[src/rtl/tsens_i2c_pkg.sv]
package tsens_i2c_pkg;

    localparam int BYTE_W = 8;
    localparam int WORD_W = 16;
    localparam int PTR_W  = 2;
    localparam int CNT_W  = $clog2(BYTE_W + 1);

    localparam logic [PTR_W-1:0] SEL_TEMP = 2'd0;
    localparam logic [PTR_W-1:0] SEL_CFG  = 2'd1;
    localparam logic [PTR_W-1:0] SEL_LOW  = 2'd2;
    localparam logic [PTR_W-1:0] SEL_HIGH = 2'd3;

    typedef enum logic [3:0] {
        LK_IDLE,
        LK_ADDR,
        LK_AACK,
        LK_PTR,
        LK_PACK,
        LK_WDAT,
        LK_WACK,
        LK_RDAT,
        LK_RACK
    } link_state_t;

    typedef struct packed {
        logic               en;
        logic [PTR_W-1:0]   sel;
        logic [1:0]         idx;
        logic [BYTE_W-1:0]  data;
    } wr_req_t;

    function automatic logic reg_is_wide(input logic [PTR_W-1:0] sel);
        return sel != SEL_CFG;
    endfunction

    function automatic logic [BYTE_W-1:0] pick_byte(input logic [WORD_W-1:0] word,
                                                    input logic wide,
                                                    input logic lower);
        if (wide && !lower) return word[WORD_W-1:BYTE_W];
        return word[BYTE_W-1:0];
    endfunction

endpackage

[src/rtl/tsens_i2c_sync.sv]
module tsens_i2c_sync #(
    parameter int STAGES = 2
) (
    input  logic clk,
    input  logic rst,
    input  logic scl_i,
    input  logic sda_i,
    output logic scl_s,
    output logic sda_s,
    output logic scl_rise,
    output logic scl_fall,
    output logic start_det,
    output logic stop_det
);
    logic [STAGES-1:0] scl_q;
    logic [STAGES-1:0] sda_q;
    logic              scl_d;
    logic              sda_d;

    genvar g;
    generate
        for (g = 0; g < STAGES; g++) begin : g_stage
            always_ff @(posedge clk) begin
                if (rst) begin
                    scl_q[g] <= 1'b1;
                    sda_q[g] <= 1'b1;
                end else if (g == 0) begin
                    scl_q[g] <= scl_i;
                    sda_q[g] <= sda_i;
                end else begin
                    scl_q[g] <= scl_q[(g == 0) ? 0 : g-1];
                    sda_q[g] <= sda_q[(g == 0) ? 0 : g-1];
                end
            end
        end
    endgenerate

    always_ff @(posedge clk) begin
        if (rst) begin
            scl_d <= 1'b1;
            sda_d <= 1'b1;
        end else begin
            scl_d <= scl_q[STAGES-1];
            sda_d <= sda_q[STAGES-1];
        end
    end

    assign scl_s     = scl_q[STAGES-1];
    assign sda_s     = sda_q[STAGES-1];
    assign scl_rise  = scl_s & ~scl_d;
    assign scl_fall  = ~scl_s & scl_d;
    assign start_det = scl_s & scl_d & sda_d & ~sda_s;
    assign stop_det  = scl_s & scl_d & ~sda_d & sda_s;
endmodule

[src/rtl/tsens_i2c_regs.sv]
module tsens_i2c_regs
    import tsens_i2c_pkg::*;
#(
    parameter logic [WORD_W-1:0] LOW_RST  = '0,
    parameter logic [WORD_W-1:0] HIGH_RST = '0
) (
    input  logic              clk,
    input  logic              rst,
    input  wr_req_t           wr,
    input  logic              rd_clr,
    input  logic [PTR_W-1:0]  rd_sel,
    output logic [WORD_W-1:0] rd_word,
    input  logic [WORD_W-1:0] temp_i,
    input  logic              int_evt_i,
    input  logic              crit_evt_i,
    output logic [BYTE_W-1:0] cfg_o,
    output logic [WORD_W-1:0] tlow_o,
    output logic [WORD_W-1:0] thigh_o,
    output logic              int_o,
    output logic              crit_o
);
    logic [BYTE_W-1:0] hold;
    logic              shut_entry;
    logic              cfg_wr;

    assign cfg_wr     = wr.en && (wr.sel == SEL_CFG) && (wr.idx == 2'd0);
    assign shut_entry = cfg_wr && wr.data[0] && !cfg_o[0];

    always_comb begin
        unique case (rd_sel)
            SEL_TEMP: rd_word = temp_i;
            SEL_CFG:  rd_word = {{(WORD_W-BYTE_W){1'b0}}, cfg_o};
            SEL_LOW:  rd_word = tlow_o;
            default:  rd_word = thigh_o;
        endcase
    end

    always_ff @(posedge clk) begin
        if (rst) begin
            cfg_o   <= '0;
            tlow_o  <= LOW_RST;
            thigh_o <= HIGH_RST;
            hold    <= '0;
        end else if (wr.en) begin
            if (cfg_wr) cfg_o <= wr.data;
            if (reg_is_wide(wr.sel) && wr.sel != SEL_TEMP) begin
                if (wr.idx == 2'd0) hold <= wr.data;
                if (wr.idx == 2'd1) begin
                    if (wr.sel == SEL_LOW) tlow_o  <= {hold, wr.data};
                    else                   thigh_o <= {hold, wr.data};
                end
            end
        end
    end

    always_ff @(posedge clk) begin
        if (rst) begin
            int_o  <= 1'b0;
            crit_o <= 1'b0;
        end else begin
            if (shut_entry || (rd_clr && cfg_o[1])) int_o <= 1'b0;
            else if (int_evt_i && !cfg_o[0])        int_o <= 1'b1;
            if (shut_entry)                         crit_o <= 1'b0;
            else if (crit_evt_i && !cfg_o[0])       crit_o <= 1'b1;
        end
    end
endmodule

[src/rtl/tsens_i2c_link.sv]
module tsens_i2c_link
    import tsens_i2c_pkg::*;
#(
    parameter logic [6:0] DEV_ADDR = 7'h48
) (
    input  logic              clk,
    input  logic              rst,
    input  logic              sda_s,
    input  logic              scl_rise,
    input  logic              scl_fall,
    input  logic              start_det,
    input  logic              stop_det,
    input  logic [WORD_W-1:0] rd_word,
    output logic [PTR_W-1:0]  ptr,
    output wr_req_t           wr,
    output logic              rd_clr,
    output logic              sda_oe,
    output logic              idle
);
    link_state_t       st;
    logic [CNT_W-1:0]  cnt;
    logic [BYTE_W-1:0] sh;
    logic [BYTE_W-1:0] tx;
    logic [WORD_W-1:0] snap;
    logic              wide;
    logic              rw;
    logic              mack;
    logic [1:0]        idx;
    logic [BYTE_W-1:0] first_b;
    logic [BYTE_W-1:0] next_b;
    logic              byte_done;

    assign idle      = (st == LK_IDLE);
    assign byte_done = (cnt == CNT_W'(BYTE_W));
    assign first_b   = pick_byte(rd_word, reg_is_wide(ptr), 1'b0);
    assign next_b    = pick_byte(snap, wide, ~idx[0]);

    always_ff @(posedge clk) begin
        if (rst) begin
            st <= LK_IDLE; cnt <= '0; sh <= '0; tx <= '0; snap <= '0;
            wide <= 1'b0; rw <= 1'b0; mack <= 1'b0; idx <= '0;
            ptr <= SEL_TEMP; sda_oe <= 1'b0; wr <= '0; rd_clr <= 1'b0;
        end else begin
            wr.en  <= 1'b0;
            rd_clr <= 1'b0;
            if (start_det) begin
                st <= LK_ADDR; cnt <= '0; sda_oe <= 1'b0;
            end else if (stop_det) begin
                st <= LK_IDLE; sda_oe <= 1'b0;
            end else begin
                if (scl_rise) begin
                    unique case (st)
                        LK_ADDR, LK_PTR, LK_WDAT: begin
                            sh  <= {sh[BYTE_W-2:0], sda_s};
                            cnt <= cnt + 1'b1;
                        end
                        LK_RDAT: cnt <= cnt + 1'b1;
                        LK_RACK: mack <= ~sda_s;
                        default: ;
                    endcase
                end
                if (scl_fall) begin
                    unique case (st)
                        LK_ADDR: if (byte_done) begin
                            cnt <= '0;
                            if (sh[BYTE_W-1:1] == DEV_ADDR) begin
                                st <= LK_AACK; sda_oe <= 1'b1; rw <= sh[0];
                                rd_clr <= sh[0];
                            end else begin
                                st <= LK_IDLE;
                            end
                        end
                        LK_AACK: begin
                            cnt <= '0;
                            if (rw) begin
                                st <= LK_RDAT; idx <= '0; snap <= rd_word;
                                wide <= reg_is_wide(ptr); tx <= first_b;
                                sda_oe <= ~first_b[BYTE_W-1];
                            end else begin
                                st <= LK_PTR; sda_oe <= 1'b0;
                            end
                        end
                        LK_PTR: if (byte_done) begin
                            ptr <= sh[PTR_W-1:0]; st <= LK_PACK;
                            sda_oe <= 1'b1; cnt <= '0;
                        end
                        LK_PACK: begin
                            st <= LK_WDAT; sda_oe <= 1'b0; idx <= '0;
                        end
                        LK_WDAT: if (byte_done) begin
                            st <= LK_WACK; sda_oe <= 1'b1; cnt <= '0;
                            wr <= '{en: 1'b1, sel: ptr, idx: idx, data: sh};
                        end
                        LK_WACK: begin
                            st <= LK_WDAT; sda_oe <= 1'b0;
                            if (idx != 2'd2) idx <= idx + 1'b1;
                        end
                        LK_RDAT: begin
                            if (byte_done) begin
                                st <= LK_RACK; sda_oe <= 1'b0; cnt <= '0;
                            end else begin
                                sda_oe <= ~tx[3'(BYTE_W-1) - cnt[2:0]];
                            end
                        end
                        LK_RACK: begin
                            if (mack) begin
                                st <= LK_RDAT; idx <= idx + 1'b1; tx <= next_b;
                                sda_oe <= ~next_b[BYTE_W-1]; cnt <= '0;
                            end else begin
                                st <= LK_IDLE; sda_oe <= 1'b0;
                            end
                        end
                        default: ;
                    endcase
                end
            end
        end
    end
endmodule

[src/rtl/tsens_i2c_slave.sv]
module tsens_i2c_slave
    import tsens_i2c_pkg::*;
#(
    parameter logic [6:0] DEV_ADDR    = 7'h48,
    parameter int         SYNC_STAGES = 2
) (
    input  logic        clk,
    input  logic        rst,
    input  logic        scl_i,
    input  logic        sda_i,
    output logic        sda_oe_o,
    input  logic [15:0] temp_i,
    input  logic        int_evt_i,
    input  logic        crit_evt_i,
    output logic [7:0]  cfg_o,
    output logic [15:0] tlow_o,
    output logic [15:0] thigh_o,
    output logic        int_o,
    output logic        crit_o
);
    logic              scl_s, sda_s, scl_rise, scl_fall, start_det, stop_det;
    logic [PTR_W-1:0]  ptr;
    logic [WORD_W-1:0] rd_word;
    wr_req_t           wr;
    logic              rd_clr;
    logic              link_idle;
    logic              wr_en;

    assign wr_en = wr.en;

    tsens_i2c_sync #(.STAGES(SYNC_STAGES)) u_sync (
        .clk(clk), .rst(rst), .scl_i(scl_i), .sda_i(sda_i),
        .scl_s(scl_s), .sda_s(sda_s), .scl_rise(scl_rise), .scl_fall(scl_fall),
        .start_det(start_det), .stop_det(stop_det)
    );

    tsens_i2c_link #(.DEV_ADDR(DEV_ADDR)) u_link (
        .clk(clk), .rst(rst), .sda_s(sda_s), .scl_rise(scl_rise),
        .scl_fall(scl_fall), .start_det(start_det), .stop_det(stop_det),
        .rd_word(rd_word), .ptr(ptr), .wr(wr), .rd_clr(rd_clr),
        .sda_oe(sda_oe_o), .idle(link_idle)
    );

    tsens_i2c_regs u_regs (
        .clk(clk), .rst(rst), .wr(wr), .rd_clr(rd_clr), .rd_sel(ptr),
        .rd_word(rd_word), .temp_i(temp_i), .int_evt_i(int_evt_i),
        .crit_evt_i(crit_evt_i), .cfg_o(cfg_o), .tlow_o(tlow_o),
        .thigh_o(thigh_o), .int_o(int_o), .crit_o(crit_o)
    );
endmodule

[config.mk]
export PLATFORM = sky130hd
export DESIGN_NAME = tsens_i2c_slave
export DESIGN_NICKNAME = d
export VERILOG_FILES = /design/src/rtl/tsens_i2c_pkg.sv /design/src/rtl/tsens_i2c_sync.sv /design/src/rtl/tsens_i2c_regs.sv /design/src/rtl/tsens_i2c_link.sv /design/src/rtl/tsens_i2c_slave.sv
export SDC_FILE = /design/constraint.sdc
export NUM_CORES = 1
export LEC_CHECK = 0
export ABC_CLOCK_PERIOD_IN_PS = 3000
export CAP_MARGIN = 10
export CORE_MARGIN = 2
export CORE_UTILIZATION = 35
export CTS_CLUSTER_DIAMETER = 100
export DETAILED_ROUTE_END_ITERATION = 12
export PLACE_DENSITY = 0.58
export RECOVER_POWER = 25
export SYNTH_ARGS = -nofsm -noshare
export SYNTH_HDL_FRONTEND = slang
export SYNTH_SLANG_ARGS = --single-unit
export TNS_END_PERCENT = 100
[constraint.sdc]
create_clock -name clk -period 3 [get_ports clk]
set_input_delay 0.45 -clock clk [delete_from_list [all_inputs] [get_ports clk]]
set_output_delay 0.45 -clock clk [all_outputs]
set_load 0.03 [all_outputs]
# Word-level counts from Yosys, hierarchy flattened

Index checks and enable logic that the tools add are counted.

Reduce and logical (&&, ||, !) cells: 45
Multiplexer cells: 41
Bitwise logic cells: 22
Equality and inequality tests: 31
Add/subtract/negate cells: 3
$lt $le $gt $ge: 1

Operator list:

| kind                 | number |
|---|---|
| $mux W8              | 6 |
| $pmux W16 S3         | 1 |
| $mux W4              | 9 |
| $pmux W4 S7          | 1 |
| $reduce_and A6 Y1    | 4 |
| $ne A2 B1 Y1 const B | 11 |
| $reduce_and A5 Y1    | 4 |
| $eq A4 B3 Y1 const B | 4 |
| $ne A4 B3 Y1 const B | 4 |
| $pmux W8 S2          | 1 |
| $reduce_and A4 Y1    | 4 |
| $not A1 Y1           | 15 |
| $mux W13             | 1 |
| $mux W1              | 12 |
| $pmux W4 S3          | 1 |
| $reduce_or A2 Y1     | 5 |
| $logic_and A1 B1 Y1  | 9 |
| $reduce_bool A9 Y1   | 1 |
| $eq A4 B2 Y1 const B | 2 |
| $eq A4 B4 Y1 const B | 2 |
| $mux W2              | 4 |
| $pmux W2 S4          | 1 |
| $and A1 B1 Y1        | 7 |
| $eq A7 B7 Y1 const B | 1 |
| other kinds (26)     | 33 |

Input port bits: 22
Output and inout bits: 43
Logic and storage cells: 172
Bits in registers: 118

# Depth between registers and ports, before layout

Depth in word-level cells: 7
Gate-level depth with buffers: 8
Depth with buffers taken out: 7

# Modules after synthesis

A second synthesis with hierarchy kept.

Cell total of the unflattened synthesis: 567
Area, all modules: 5,490.3 um^2

Modules (own cells, without submodules):

| module         | area each (um^2) | seq. area each (um^2) | times used | cells each |
|---|---|---|---|---|
| tsens_i2c_link | 3,025.4          | 1,241.2               | 1          | 339 |
| tsens_i2c_regs | 2,274.7          | 1,001.0               | 1          | 212 |
| tsens_i2c_sync | 190.2            | 120.1                 | 1          | 16 |

# Worst setup path before layout

No wires, ideal clock.

Kind: reg-to-reg
From: register u_link.cnt[0]
To: register u_link.wr[4] (netlist name)
Setup time: 128 ps
Cell stages (with the launch flop): 9
Period minus slack after synthesis: 1,732 ps
Arrival: 1,605 ps
Buffers on the path: 1
Path slack: 1,268 ps
Required time: 2,872 ps
Cell sequence: dfxtp_1 > inv_1 > ha_1 > nand3b_1 > or3_4 > nor2_4 > buf_6 > mux2i_1 > nor2_1

Cells in the longest elaborated chain, start to end: 2

RTL lines:

| element                            | RTL line             | source |
|---|---|---|
| from (decl)                        | tsens_i2c_link.sv:21 | `logic [CNT_W-1:0] cnt;` |
| from (signal assigned)             | tsens_i2c_link.sv:55 | `cnt <= cnt + 1'b1;` |
| from (signal assigned)             | tsens_i2c_link.sv:57 | `LK_RDAT: cnt <= cnt + 1'b1;` |
| $eq A4 B4 Y1                       | tsens_i2c_link.sv:34 | `assign byte_done = (cnt == CNT_W'(BYTE_W));` |
| $reduce_and A5 Y1 (no source line) | --                   |  |

Every way passes these cells.
A chain may end at the register's enable or synchronous reset.

# Worst setup path after layout

From: register u_link.wr[12] (netlist name)
To: register u_regs.tlow_o[14]

Cells in the longest elaborated chain, start to end: 1

RTL lines:

| element                            | RTL line             | source |
|---|---|---|
| $reduce_and A4 Y1 (no source line) | --                   |  |
| to (signal assigned)               | tsens_i2c_regs.sv:49 | `if (wr.sel == SEL_LOW) tlow_o <= {hold, wr.data};` |
| to (decl)                          | tsens_i2c_regs.sv:17 | `output logic [WORD_W-1:0] tlow_o,` |

Every way passes these cells.

==> results.yml <==
drt:
  first_pass_iters: 4
  drtIter0Drc: 212
  wl_mm: 14.4
  wl_per_cell_um: 17.1
  vias: 4392
  vias_per_cell: 5.22
  ant_nets: 0
  drc: 0
timing:
  slew_viol_final: 0
  max_freq_ghz: 0.424
  slew_headroom: 0.101
  whs_ns: 0.410
  clock_skew_ns: 0.00780
  rsz0062_at_grt: "false"
  tns_ns: 0
  period_needed_ns: 2.36
  min_period_over_period: 0.786
  hold_violations: 0
  setup_viol: 0
  setup_slack_ns: 0.643
  worst_pin_slew_ns: 1.35
pwr:
  p_leak_nw: 2.32
  irDropWorstVdd_uv: 313
  power_density_nw_per_um2: 585
final_layout:
  multi_input_area_sq_um: 2750
  seq_area_sq_um: 2360
  fillers: 1397
  area_growth_pct: 26.6
  mostFrequentLayoutCells: "dfxtp_1 (118), nor2_1 (95), nand2_1 (74)"
  fin_nets: 665
  drive_gt1_frac: 0.129
  insertedDiodeCount: 0
  final_common_cell: "dfxtp_1"
  fin_area_sq_um: 6740
logic_synthesis:
  postSynth.asyncResetShare: 0
  synth_edf_count: 0
  ys_seq_area_frac: 0.444
  ys.flop_type: "dfxtp_1"
  synth_cells: 583
  syn_area_per_cell_sq_um: 9.13
  synth.distinct_cells: 61
  yosysWarnings: 0
  synth_area_sq_um: 5320
  syn-num-nets: 608
  ys_ff_latch: 118
clocking:
  cts_setup_buffers: 0
  cts_hold_buf: 0
  cts_buffer_depth: 2
  clkTransAtPathRegs_ns: 0.06
  clockRootBuffer: "clkbuf_16"
  cts-resized-gates: 0
  cts_max_level: 4
  cts_buffers: 17
  worstSkewPairLatency_ns: 0.42
  cts_tree: "done"
  clkSinkCount: 118
die:
  die_w_um: 127
  dieArea_sq_um: 16200
  die_y_um: 127
  design.core.area_sq_um: 15000
  ios: 65
  row_count: 45
  initial_utilization: 0.354
job:
  maxCapViolCount: 0
global_route:
  grt_pass1_vias: 4337
  grt_max_degree: 59
  antenna_found_initial: 0
  grt_pass1_wl_mm: 23.0
  grt-ovfl-total: 0
  globalRouteTotalUtil: 0.183
place:
  place_ws_ns: 0.948
  hpwl_mm: 10.3
  gp_congestion: 0.876
  dpl_cell_area_sq_um: 6100
  io_buffers: 64
worst_setup_path:
  path_delay_family: "buffers and inverters"
  cp-end-kind: "register"
  crit_slowest_cell: "clkbuf_1"
  cp_cell_sequence: "nor2b_1 > nand2_1 > nor3b_1 > clkbuf_1 > mux2i_1 > nor2_1"
  r2r_slack_ns: 0.64
  crit_path_max_incr_delay_ns: 0.97
  path_buf_inv: 1
  crit_required_ns: 3.29
  worstSetupPathType: "register to register"
  cp.arrival_ns: 2.64
  cp_max_fo: 16
  startpoint_type: "register"
worst_hold_path:
  hp-class: "register to register"
status:
  status: "complete, no violations"
-- stage by stage --
step,total power [mW],instances,utilization
floorplan,1.67,583,-
global placement,1.72,809,0.406
detailed placement,1.72,809,0.406
CTS,3.97,841,0.450
global route,4.04,841,0.448
finish,3.94,841,0.448
-- flip-flops by register name (all words and copies together) (netlist names), 2 cells and up --
signal,cells
u_regs.tlow_o,16
u_regs.hold,8
u_link.cnt,4
u_regs.thigh_o,16
u_link.tx,8
u_link.sh,8
u_link.snap,16
u_regs.cfg_o,8
u_link.st,4
u_link.idx,2
u_link.ptr,2
u_link.wr,13
-- cell type report --
| class | count | area share |
|---|---|---|
| sequential | 118 | 0.351 |
| tap | 188 | 0.0349 |
| clock buffer | 18 | 0.0652 |
| inverter | 6 | 0.00334 |
| timing repair buffer | 74 | 0.104 |
| multi-input combinational | 423 | 0.409 |
| clock inverter | 14 | 0.0331 |
-- metal layers --
metal / GRT usage / share of wire / vias to the layer above
li1: - / - / 2164
met2: 0.291 / 0.47 / 97
met5: 0 / 0 / -
met4: 0.0666 / 0.017 / 0
met1: 0.244 / 0.48 / 2108
met3: 0.0419 / 0.039 / 23
-- Yosys cell counts, types with 2 or more instances --
master / count / area share
nor2b_1: 4 / 0.0047
nor4bb_1: 2 / 0.0038
nand4_1: 4 / 0.0047
nor3_1: 12 / 0.011
or2_2: 8 / 0.0094
xor2_1: 2 / 0.0033
nand2b_1: 3 / 0.0035
nand2_1: 74 / 0.052
o21ai_0: 12 / 0.011
o21bai_1: 2 / 0.0028
nor3b_1: 2 / 0.0028
ha_1: 3 / 0.0071
a211oi_1: 5 / 0.0071
mux4_2: 11 / 0.047
a22oi_1: 2 / 0.0028
mux2_2: 9 / 0.019
xnor2_1: 2 / 0.0033
nor4b_1: 2 / 0.0033
nor2_1: 95 / 0.067
or3_1: 2 / 0.0023
mux2i_1: 62 / 0.12
o31ai_1: 2 / 0.0028
a21oi_1: 38 / 0.036
nand3b_1: 3 / 0.0042
dfxtp_1: 118 / 0.44
a21oi_2: 3 / 0.0049
a21o_1: 2 / 0.0028
buf_6: 3 / 0.0063
a311oi_1: 6 / 0.0099
o211ai_1: 6 / 0.0085
nand3_1: 19 / 0.018
and2b_1: 2 / 0.0028
clkbuf_1: 17 / 0.012
inv_1: 5 / 0.0035
buf_2: 15 / 0.014
-- final timing paths --
path,startpoint,to,cells after the start
worst max register to register,u_link.wr[12],u_regs.tlow_o[14],6
worst max-delay path,u_link.wr[12],u_regs.tlow_o[14],6
worst min register to register,u_sync.scl_q[0],u_sync.scl_s,1
worst min-delay path,u_sync.scl_q[0],u_sync.scl_s,1
-- where the power goes --
part	internal (mW)	total, mW	switching [mW]
logic	0.0476	0.104	0.0568
registers	1.57	1.58	0.00691
clock network	1.50	2.26	0.752
-- logic make-up (layout without fill, tap and decap cells) --
group,after synthesis,in the layout,share of synthesized area
simple gates,245,245,0.216
flops,118,118,0.444
compound gates,89,89,0.106
mux,82,82,0.182
buf+inv,42,112,0.0381
xor+xnor,4,4,0.00658
fa+ha+maj,3,3,0.00705
No activity file was read; power rests on OpenSTA's default activity.
